<file path="config.mk">
export PLATFORM = sky130hd
export DESIGN_NAME = rx_fifo_rts
export DESIGN_NICKNAME = d
export VERILOG_FILES = /design/src/rtl/rxf_pkg.sv /design/src/rtl/rxf_store.sv /design/src/rtl/rxf_rts_ctl.sv /design/src/rtl/rxf_status.sv /design/src/rtl/rx_fifo_rts.sv
export SDC_FILE = /design/constraint.sdc
export NUM_CORES = 1
export LEC_CHECK = 0
export ABC_AREA = 1
export ABC_CLOCK_PERIOD_IN_PS = 5800
export BUFFER_PORTS_ARGS = -buffer_cell sky130_fd_sc_hd__buf_2
export CAP_MARGIN = 20
export CORE_UTILIZATION = 60
export CTS_CLUSTER_DIAMETER = 120
export DETAILED_ROUTE_END_ITERATION = 8
export PLACE_DENSITY = 0.78
export RECOVER_POWER = 100
export SKIP_LAST_GASP = 1
export SLEW_MARGIN = 20
export SYNTH_ARGS = -nofsm -noshare
export SYNTH_HDL_FRONTEND = slang
export SYNTH_HIERARCHICAL = 1
export SYNTH_SLANG_ARGS = --single-unit
</file>
<file path="constraint.sdc">
create_clock -name clk -period 5.8 [get_ports clk]
set_input_delay 1.16 -clock clk [delete_from_list [all_inputs] [get_ports clk]]
set_output_delay 1.16 -clock clk [all_outputs]
set_load 0.02 [all_outputs]
</file>
<file path="src/rtl/rxf_pkg.sv">
package rxf_pkg;
    localparam int CHAR_W = 8;
    localparam int FLAG_W = 3;

    typedef struct packed {
        logic [FLAG_W-1:0] flags;
        logic [CHAR_W-1:0] char;
    } rxf_entry_t;
endpackage

</file>
<file path="src/rtl/rxf_store.sv">
module rxf_store
    import rxf_pkg::*;
#(
    parameter int DEPTH = 64,
    parameter int CNT_W = $clog2(DEPTH + 1)
) (
    input  logic             clk,
    input  logic             rst_n,
    input  logic             wr_en,
    input  rxf_entry_t       wr_ent,
    input  logic             rd_en,
    output rxf_entry_t       rd_ent,
    output logic [CNT_W-1:0] count,
    output logic             drop
);
    localparam int PTR_W = (DEPTH > 1) ? $clog2(DEPTH) : 1;
    localparam logic [CNT_W-1:0] FULL_CNT = CNT_W'(DEPTH);
    localparam logic [PTR_W-1:0] LAST_PTR = PTR_W'(DEPTH - 1);

    typedef struct packed {
        logic [PTR_W-1:0] wptr;
        logic [PTR_W-1:0] rptr;
        logic [CNT_W-1:0] count;
        rxf_entry_t       rd_ent;
    } store_st_t;

    store_st_t  st_d, st_q;
    rxf_entry_t mem [DEPTH];
    logic       do_wr, do_rd;

    function automatic logic [PTR_W-1:0] ptr_inc(input logic [PTR_W-1:0] p);
        return (p == LAST_PTR) ? '0 : p + 1'b1;
    endfunction

    always_comb begin
        st_d  = st_q;
        do_rd = rd_en && (st_q.count != '0);
        do_wr = wr_en && (st_q.count != FULL_CNT);
        drop  = wr_en && !do_wr;
        if (do_rd) begin
            st_d.rd_ent = mem[st_q.rptr];
            st_d.rptr   = ptr_inc(st_q.rptr);
        end
        if (do_wr) begin
            st_d.wptr = ptr_inc(st_q.wptr);
        end
        unique case ({do_wr, do_rd})
            2'b10:   st_d.count = st_q.count + 1'b1;
            2'b01:   st_d.count = st_q.count - 1'b1;
            default: st_d.count = st_q.count;
        endcase
    end

    always_ff @(posedge clk or negedge rst_n) begin
        if (!rst_n) st_q <= '0;
        else        st_q <= st_d;
    end

    always_ff @(posedge clk) begin
        if (do_wr) mem[st_q.wptr] <= wr_ent;
    end

    assign rd_ent = st_q.rd_ent;
    assign count  = st_q.count;
endmodule

</file>
<file path="src/rtl/rxf_rts_ctl.sv">
module rxf_rts_ctl #(
    parameter int CNT_W = 7
) (
    input  logic             clk,
    input  logic             rst_n,
    input  logic [CNT_W-1:0] count,
    input  logic             auto_en,
    input  logic             manual,
    input  logic [CNT_W-1:0] halt_lvl,
    input  logic [CNT_W-1:0] resume_lvl,
    output logic             rts_n,
    output logic             rts_rise
);
    typedef struct packed {
        logic halted;
        logic rts_n;
    } rts_st_t;

    rts_st_t st_d, st_q;
    logic    armed;

    always_comb begin
        st_d  = st_q;
        armed = auto_en && manual;
        if (!armed) begin
            st_d.halted = 1'b0;
        end else if (st_q.halted) begin
            st_d.halted = !(count <= resume_lvl);
        end else begin
            st_d.halted = (count >= halt_lvl);
        end
        st_d.rts_n = armed ? st_d.halted : !manual;
        rts_rise   = st_d.rts_n && !st_q.rts_n;
    end

    always_ff @(posedge clk or negedge rst_n) begin
        if (!rst_n) st_q <= '{halted: 1'b0, rts_n: 1'b1};
        else        st_q <= st_d;
    end

    assign rts_n = st_q.rts_n;
endmodule

</file>
<file path="src/rtl/rxf_status.sv">
module rxf_status #(
    parameter int CNT_W = 7
) (
    input  logic             clk,
    input  logic             rst_n,
    input  logic             drop,
    input  logic             stat_rd,
    input  logic             rts_rise,
    input  logic             rts_irq_en,
    input  logic [CNT_W-1:0] count,
    input  logic [CNT_W-1:0] trig_lvl,
    input  logic             fifo_en,
    input  logic             rx_irq_en,
    output logic             overrun,
    output logic             rts_irq,
    output logic             rx_irq
);
    typedef struct packed {
        logic overrun;
        logic rts_flag;
    } stat_st_t;

    stat_st_t st_d, st_q;

    always_comb begin
        st_d = st_q;
        if (drop)         st_d.overrun = 1'b1;
        else if (stat_rd) st_d.overrun = 1'b0;
        if (rts_rise && rts_irq_en) st_d.rts_flag = 1'b1;
        else if (stat_rd)           st_d.rts_flag = 1'b0;
    end

    always_ff @(posedge clk or negedge rst_n) begin
        if (!rst_n) st_q <= '0;
        else        st_q <= st_d;
    end

    assign overrun = st_q.overrun;
    assign rts_irq = st_q.rts_flag;
    assign rx_irq  = fifo_en && rx_irq_en && (count >= trig_lvl);
endmodule

</file>
<file path="src/rtl/rx_fifo_rts.sv">
module rx_fifo_rts
    import rxf_pkg::*;
#(
    parameter int DEPTH     = 64,
    parameter int LVL_W     = 4,
    parameter int LVL_SCALE = 4,
    parameter int CNT_W     = $clog2(DEPTH + 1)
) (
    input  logic                clk,
    input  logic                rst_n,
    input  logic                wr_en,
    input  logic [CHAR_W-1:0]   wr_data,
    input  logic [FLAG_W-1:0]   wr_err,
    input  logic                rd_en,
    input  logic                stat_rd,
    input  logic                fifo_en,
    input  logic                auto_rts_en,
    input  logic                rts_manual,
    input  logic [2*LVL_W-1:0]  flow_lvl,
    input  logic [CNT_W-1:0]    trig_lvl,
    input  logic                rx_irq_en,
    input  logic                rts_irq_en,
    output logic [CHAR_W-1:0]   rd_data,
    output logic [FLAG_W-1:0]   rd_err,
    output logic [CNT_W-1:0]    fill,
    output logic                overrun,
    output logic                rts_n,
    output logic                rx_irq,
    output logic                rts_irq
);
    rxf_entry_t       wr_ent, rd_ent;
    logic [CNT_W-1:0] count;
    logic             drop, rts_rise;
    logic [CNT_W-1:0] halt_lvl, resume_lvl;

    assign wr_ent     = '{flags: wr_err, char: wr_data};
    assign halt_lvl   = CNT_W'(CNT_W'(flow_lvl[LVL_W-1:0]) * CNT_W'(LVL_SCALE));
    assign resume_lvl = CNT_W'(CNT_W'(flow_lvl[2*LVL_W-1:LVL_W]) * CNT_W'(LVL_SCALE));

    rxf_store #(.DEPTH(DEPTH), .CNT_W(CNT_W)) u_store (
        .clk(clk), .rst_n(rst_n), .wr_en(wr_en), .wr_ent(wr_ent),
        .rd_en(rd_en), .rd_ent(rd_ent), .count(count), .drop(drop)
    );

    rxf_rts_ctl #(.CNT_W(CNT_W)) u_rts (
        .clk(clk), .rst_n(rst_n), .count(count), .auto_en(auto_rts_en),
        .manual(rts_manual), .halt_lvl(halt_lvl), .resume_lvl(resume_lvl),
        .rts_n(rts_n), .rts_rise(rts_rise)
    );

    rxf_status #(.CNT_W(CNT_W)) u_stat (
        .clk(clk), .rst_n(rst_n), .drop(drop), .stat_rd(stat_rd),
        .rts_rise(rts_rise), .rts_irq_en(rts_irq_en), .count(count),
        .trig_lvl(trig_lvl), .fifo_en(fifo_en), .rx_irq_en(rx_irq_en),
        .overrun(overrun), .rts_irq(rts_irq), .rx_irq(rx_irq)
    );

    assign rd_data = rd_ent.char;
    assign rd_err  = rd_ent.flags;
    assign fill    = count;
endmodule

</file>
==> results of run 1 <==
[cells in the mapped netlist]
master / count
o21ai_1: 4
o21bai_1: 2
o211ai_1: 34
nor3_1: 2
buf_6: 8
nand2_2: 3
clkinv_1: 1
nand4_2: 4
conb_1: 1
nor3b_1: 1
fa_1: 1
xor2_1: 8
o21a_1: 1
ha_1: 29
buf_1: 13
nand3_1: 499
nand2_1: 867
or2_2: 1
edfxtp_1: 704
nor2_2: 3
dfrtp_1: 33
nand4_1: 38
o21ai_0: 17
nor3_2: 1
a21oi_2: 1
a21oi_1: 43
a21o_1: 1
buf_4: 54
o22ai_1: 1
dfstp_2: 1
buf_2: 71
inv_4: 1
inv_1: 132
nor4_1: 2
nand3_2: 1
xnor2_1: 2
clkbuf_1: 26
nor2_1: 127
inv_2: 7
[power breakdown]
part	internal, W	switching (W)	leakage (nW)	total, W
clock network	0.00271	0.00195	1.15	0.00466
logic	0.00130	0.00360	4.68	0.00491
registers	0.00613	0.000316	6.74	0.00645
[worst max path at each step]
stage / endpoint
after floorplan: rx_irq
after CTS: u_store/mem[3][6]
final: u_store/mem[36][8]
after global routing: u_store/mem[42][8]
after detailed placement: u_store/mem[3][4]
after global placement: u_store/mem[2][0]
[worst min-delay path: stages (launching register included)]
cell     delay, ns
dfrtp_1       0.34
nand2_1       0.06
nand2_1       0.05
[cells by family (layout without fill, tap and decap cells)]
family,count (synthesis),after routing,synth area share (%)
AND/OR/NAND/NOR,1549,1549,21.2
flip-flops,738,738,70.4
adder cells (fa/ha/maj),30,30,1.23
buffers and inverters,313,360,4.90
XOR/XNOR,10,10,0.281
AO/OA/AOI/OAI,104,104,1.99
other,1,6,0.0120
[through the flow]
stage | cells | util [%] | setup slack (ns) | hold WS [ns] | instance area, um^2
CTS | 3476 | 66.1 | 2.34 | 0.479 | 34000
floorplan | 2750 | - | 2.56 | 0.450 | 31200
finish | 3477 | 65.9 | 1.38 | 0.481 | 33900
detailed placement | 3341 | 61.5 | 1.92 | 0.463 | 31600
global route | 3477 | 65.9 | 1.37 | 0.522 | 33900
global placement | 3341 | 61.5 | 2.02 | 0.463 | 31600
[sequential cells by signal, summed over array words and instances, names as in the netlist]
register	count
u_store/count	7
u_store/rd_ent	11
u_store/mem	704
u_store/st_q	12
u_stat/overrun	1
u_stat/rts_irq	1
u_rts/st_q	1
u_rts/rts_n	1
[layout make-up]
cell class | count | area share [%]
Sequential cell | 738 | 64.9
Multi-Input combinational cell | 1699 | 22.7
Clock buffer | 91 | 5.62
Tap cell | 680 | 2.51
Inverter | 141 | 1.60
Clock inverter | 44 | 1.36
Timing Repair Buffer | 84 | 1.29
[layer usage]
metal / GRT usage [%] / routed length, um / vias up
li1: - / - / 9476
met1: 40.7 / 29500 / 10022
met2: 46.6 / 36300 / 1303
met3: 5.22 / 8380 / 196
met4: 12.6 / 3040 / 0
met5: 0 / 0 / -
==> results.md, run 1 <==
- DIE AREA: 53000 um^2
- Height of the die: about 230 um
- CTS tree: done
- Critical Path RT: 5.70 ns
- Max-capacitance violation count: 14
- Slew margin rel.: -164%
- CP max stage cell: clkbuf_1
- I/O Buffers: 57
- Violated checks: capacitance limit, slew limit
- Grt total ovfl: 0
- Worst skew pair latency: around 0.6 ns
- Outcome: finished, violations left
- Leak: approximately 13 nW
- Largest delay share family, worst path: buffers and inverters
- Hold Crit Depth: 2
- Hold crit path type: reg -> reg
- Post-CTS Setup Inserts: 0
- RePlAce Congestion: between 0.8 and 0.9
- Avg Cell Area, Syn: between 10 and 15 um^2
- FF+latch count, synth: roughly 740
- Vias: approximately 21000
- Initial Util: 60.7%
- Max IR drop VDD: 0.000393 V
- Largest net degree at the start of global routing: roughly 250
- Worst reg2reg startpoint: u_store/st_q[19]
- Setup crit start: wr_err[0]
- Initial antenna violation count: 0
- IO Count: between 50 and 60
- DP Wirelength: about 45000 um
- CP endpoint kind: flip-flop
- Layout area overhead: 8.49%
- Distinct cells, synth: 39
- Num Clock Sinks: around 740
- H-tree depth: 3
- Slowest Stage Delay on Critical Path: between 2 and 2.5 ns
- Cell mode on critical path: clkbuf_1
- Worst Max-Slew Pin Slew: a little under 4 ns
- Hold Buf Count CTS: 0
- # DRC: 0
- Post-layout min period: about 4.4 ns
- Yosys warns: 6
- Worst r2r dst: u_store/rd_ent[5]
- Critical Path, Cell by Cell: clkbuf_1, clkbuf_1
- Root buffer cell: clkbuf_16
- CP Launch Type: primary input
- Vias in the first global route: between 15000 and 20000
- Avg Vias per Cell: 6.04
- Antenna viol nets, final: 0
- Setup-failing EPs final: 0
- Fmax: around 0.23 GHz
- WHS Endpoint: u_store/rd_ent[10]
- Power Dens Cells: roughly 470 nW/um^2
- Share of layout cells above drive strength 1: 5.86%
- DR WL/cell: 22.2 um
- Clock-pin transition on the worst setup and hold timing paths: ~0.060 ns
- Worst R2R Path Depth: 9
- Arr. time, crit path: about 4.3 ns
- Area of the multi-input gates: approximately 7700 um^2
- CTS max path bufs: 3
- Period utilization: between 70% and 80%
- Fin Clk Skew: about 0.020 ns
- Fill cell total of the finished layout: 3673
- Die Wd: 230 um
- Layout Nets: roughly 2800
- Worst hold start: u_store/rd_ent[10]
- Yosys top cell area share: roughly 68%
- Critical path depth: 2
- Mapped Area: 31200 um^2
- # rows: 83
- Drt total wl: between 70000 and 80000 um
- Sequential cell area: approximately 22000 um^2
- Total CTS buffers: 73
- CP Max Fanout: approximately 50
- Overall Power: between 0.015 and 0.02 W
- TritonRoute pass-1 iters: 6
- GRT Util Overall: around 30%
- N_diodes: 0
- Global-route wire length before repair: 116000 um
- Area contributors post-synth: edfxtp_1 (68%), nand2_1 (10%), nand3_1 (8.0%)
- Commonest non-fill, non-tap cell in the layout: nand2_1
- Synth Instances: roughly 2700
- Most frequent cells in the layout: nand2_1 (870), edfxtp_1 (704), nand3_1 (500)
- Post-synthesis sequential area ratio: 70.4%
- CP bufs+invs: 2
- Kind of critical path: in -> reg
- RSZ-0062 raised after global routing: no
- Setup TNS: 0 ns
- Count of final hold-check violations: 0
- Post-cts sizing count: 0
- Flop2flop setup slack: 1.66 ns
- Core Area: between 50000 and 60000 um^2
- Final Max Tran Viols: 732
- Cell taking the most area after synthesis: edfxtp_1
- Iteration-0 DRC Markers: between 2000 and 3000
Note: power is estimated with default switching activity, not from simulation.
==> run 2: changes to the inputs <==
--- a/config.mk
+++ b/config.mk
@@ -6,13 +6,13 @@
 export NUM_CORES = 1
 export LEC_CHECK = 0
 export ABC_AREA = 1
-export ABC_CLOCK_PERIOD_IN_PS = 5800
+export ABC_CLOCK_PERIOD_IN_PS = 3700
 export BUFFER_PORTS_ARGS = -buffer_cell sky130_fd_sc_hd__buf_2
 export CAP_MARGIN = 20
-export CORE_UTILIZATION = 60
+export CORE_UTILIZATION = 57
 export CTS_CLUSTER_DIAMETER = 120
 export DETAILED_ROUTE_END_ITERATION = 8
-export PLACE_DENSITY = 0.78
+export PLACE_DENSITY = 0.77
 export RECOVER_POWER = 100
 export SKIP_LAST_GASP = 1
 export SLEW_MARGIN = 20
==> constraint.sdc (replaced) <==
create_clock -name clk -period 3.7 [get_ports clk]
set_input_delay 0.74 -clock clk [delete_from_list [all_inputs] [get_ports clk]]
set_output_delay 0.74 -clock clk [all_outputs]
set_load 0.02 [all_outputs]
==> run 2 against run 1 <==
The flow still finishes with violations (capacitance limit, slew limit); setup slack worse by 0.92 ns; final cell count up 2.0%; core utilization down 2.6 points; clock skew up 0.023 ns; global-route usage down 1.1 points; die area up 5.2%; register-to-register slack worse by 1.2 ns; critical endpoint is now u_store/mem[1][0].
==> results.md, run 2 (synthesis gave the netlist of run 1 again) <==
- Setup TNS: 0 ns
- CP Launch Type: flip-flop
- Violated checks: capacitance limit, slew limit
- Critical Path RT: 3.97 ns
- H-tree depth: 3
- Layout area overhead: 9.26%
- CP max stage cell: nor2_1
- CP Max Fanout: 13
- IO Count: 58
- Flop2flop setup slack: 0.46 ns
- Wire length on met3: approximately 7600 um
- CP endpoint kind: flip-flop
- GRT Util Overall: between 20% and 30%
- Post-layout min period: about 3.2 ns
- CTS max path bufs: 3
- Routed wl met2: between 30000 and 40000 um
- Worst Max-Slew Pin Slew: 2.71 ns
- # rows: 85
- Vias in the first global route: 20486
- Fmax: just over 0.3 GHz
- Root buffer cell: clkbuf_16
- Layout Nets: between 2000 and 3000
- Share of layout cells above drive strength 1: 5.58%
- Worst hold start: rts_manual
- Antenna viol nets, final: 0
- Max IR drop VDD: approximately 0.0007 V
- Drt total wl: around 78000 um
- Power Dens Cells: 731 nW/um^2
- CP bufs+invs: 4
- Height of the die: between 200 and 250 um
- Outcome: finished, violations left
- Count of final hold-check violations: 0
- DP Wirelength: between 40000 and 50000 um
- Max-capacitance violation count: 12
- Post-CTS Setup Inserts: 0
- Arr. time, crit path: about 3.5 ns
- Critical Path, Cell by Cell: inv_1, nand4_1, nor2_1, nand2_1, nand2_1, inv_2, nand4_2, clkbuf_1, nor2_1, clkbuf_1
- Critical path depth: 10
- Reg with most FFs: u_store/mem
- Core Area: 53900 um^2
- Setup-failing EPs final: 0
- N_diodes: 0
- Max reg flops: a little over 700
- Hold crit path type: in -> reg
- TritonRoute pass-1 iters: 8
- Met1 WL: roughly 30000 um
- WHS Endpoint: u_rts/rts_n
- RSZ-0062 raised after global routing: no
- Worst skew pair latency: 0.62 ns
- Clock-pin transition on the worst setup and hold timing paths: roughly 0.060 ns
- DIE AREA: roughly 56000 um^2
- Die Wd: between 200 and 250 um
- Kind of critical path: reg -> reg
- Iteration-0 DRC Markers: between 2000 and 3000
- Slew margin rel.: -80.5%
- Period utilization: between 80 and 90%
- Hold Buf Count CTS: 0
- Total CTS buffers: between 70 and 80
- Avg Vias per Cell: 5.92
- Initial antenna violation count: 1
- Top layer in use: met5
- Fin Clk Skew: ~0.044 ns
- Grt total ovfl: 0
- Largest net degree at the start of global routing: approximately 240
- Global-route wire length before repair: 119000 um
- DR WL/cell: around 22 um
- I/O Buffers: 57
- Commonest non-fill, non-tap cell in the layout: nand2_1
- Largest delay share family, worst path: buffers and inverters
- Worst slack, placed: roughly 0.91 ns
- Slowest Stage Delay on Critical Path: 0.62 ns
- Worst setup margin: 0.461 ns
- Vias: 21009
- Worst R2R Path Depth: 10
- Worst r2r dst: u_store/mem[1][0]
- Num Clock Sinks: between 700 and 800
- Post-cts sizing count: 0
- CTS tree: done
- Final Max Tran Viols: 520
- Worst reg2reg startpoint: u_store/count[1]
- Most frequent cells in the layout: nand2_1 (870), edfxtp_1 (704), nand3_1 (500)
- Hold Crit Depth: 2
- RePlAce Congestion: slightly below 0.9
- # DRC: 0
- Leak: roughly 13 nW
- Initial Util: just under 60%
run 2: metal layers:
| layer | track usage [%] | up-vias |
|---|---|---|
| li1 | - | 9595 |
| met1 | 38.5 | 10148 |
| met2 | 45.4 | 1064 |
| met3 | 4.99 | 200 |
| met4 | 12.6 | 2 |
| met5 | 0 | - |
run 2: how the worst max path moves through the flow:
stage / startpoint / end / slack, ns
4_1_cts: u_store/count[6] / rx_irq / 0.84
5_1_grt: u_store/count[1] / u_store/mem[13][1] / 0.32
3_3_place_gp: u_store/count[1] / u_store/mem[1][4] / 0.92
2_1_floorplan: rd_en / u_store/count[6] / 1.23
3_5_place_dp: u_store/count[1] / u_store/mem[1][4] / 0.91
6_report: u_store/count[1] / u_store/mem[1][0] / 0.46
run 2: where the power goes:
group | switching (W) | internal (W)
clock | 0.00300 | 0.00404
combinational | 0.00576 | 0.00213
sequential | 0.000399 | 0.00960
run 2: through the flow:
step | hold slack [ns] | cell area (um^2) | cells | util (%) | total power, W
finish | 0.283 | 34100 | 3547 | 63.3 | 0.0249
global route | 0.295 | 34100 | 3547 | 63.3 | 0.0260
CTS | 0.270 | 34400 | 3546 | 63.9 | 0.0249
detailed placement | 0.504 | 32200 | 3418 | 59.7 | 0.0179
global placement | 0.501 | 32200 | 3418 | 59.7 | 0.0178
floorplan | 0.444 | 31200 | 2750 | - | 0.0155
run 2: worst reg2reg max path: cells and delay by family (launching register included):
family	cells	cell delay, ns
and+or+nand+nor	6	1.17
buffers and inverters	4	1.22
DFF	1	0.50
run 2: layout make-up:
class                           count  area (um^2)
Tap cell                          696          871
Timing Repair Buffer              145          771
Clock buffer                      100         1990
Clock inverter                     28          245
Sequential cell                   738        22000
Inverter                          141          542
Multi-Input combinational cell   1699         7700
Fill cell                        4052        19800
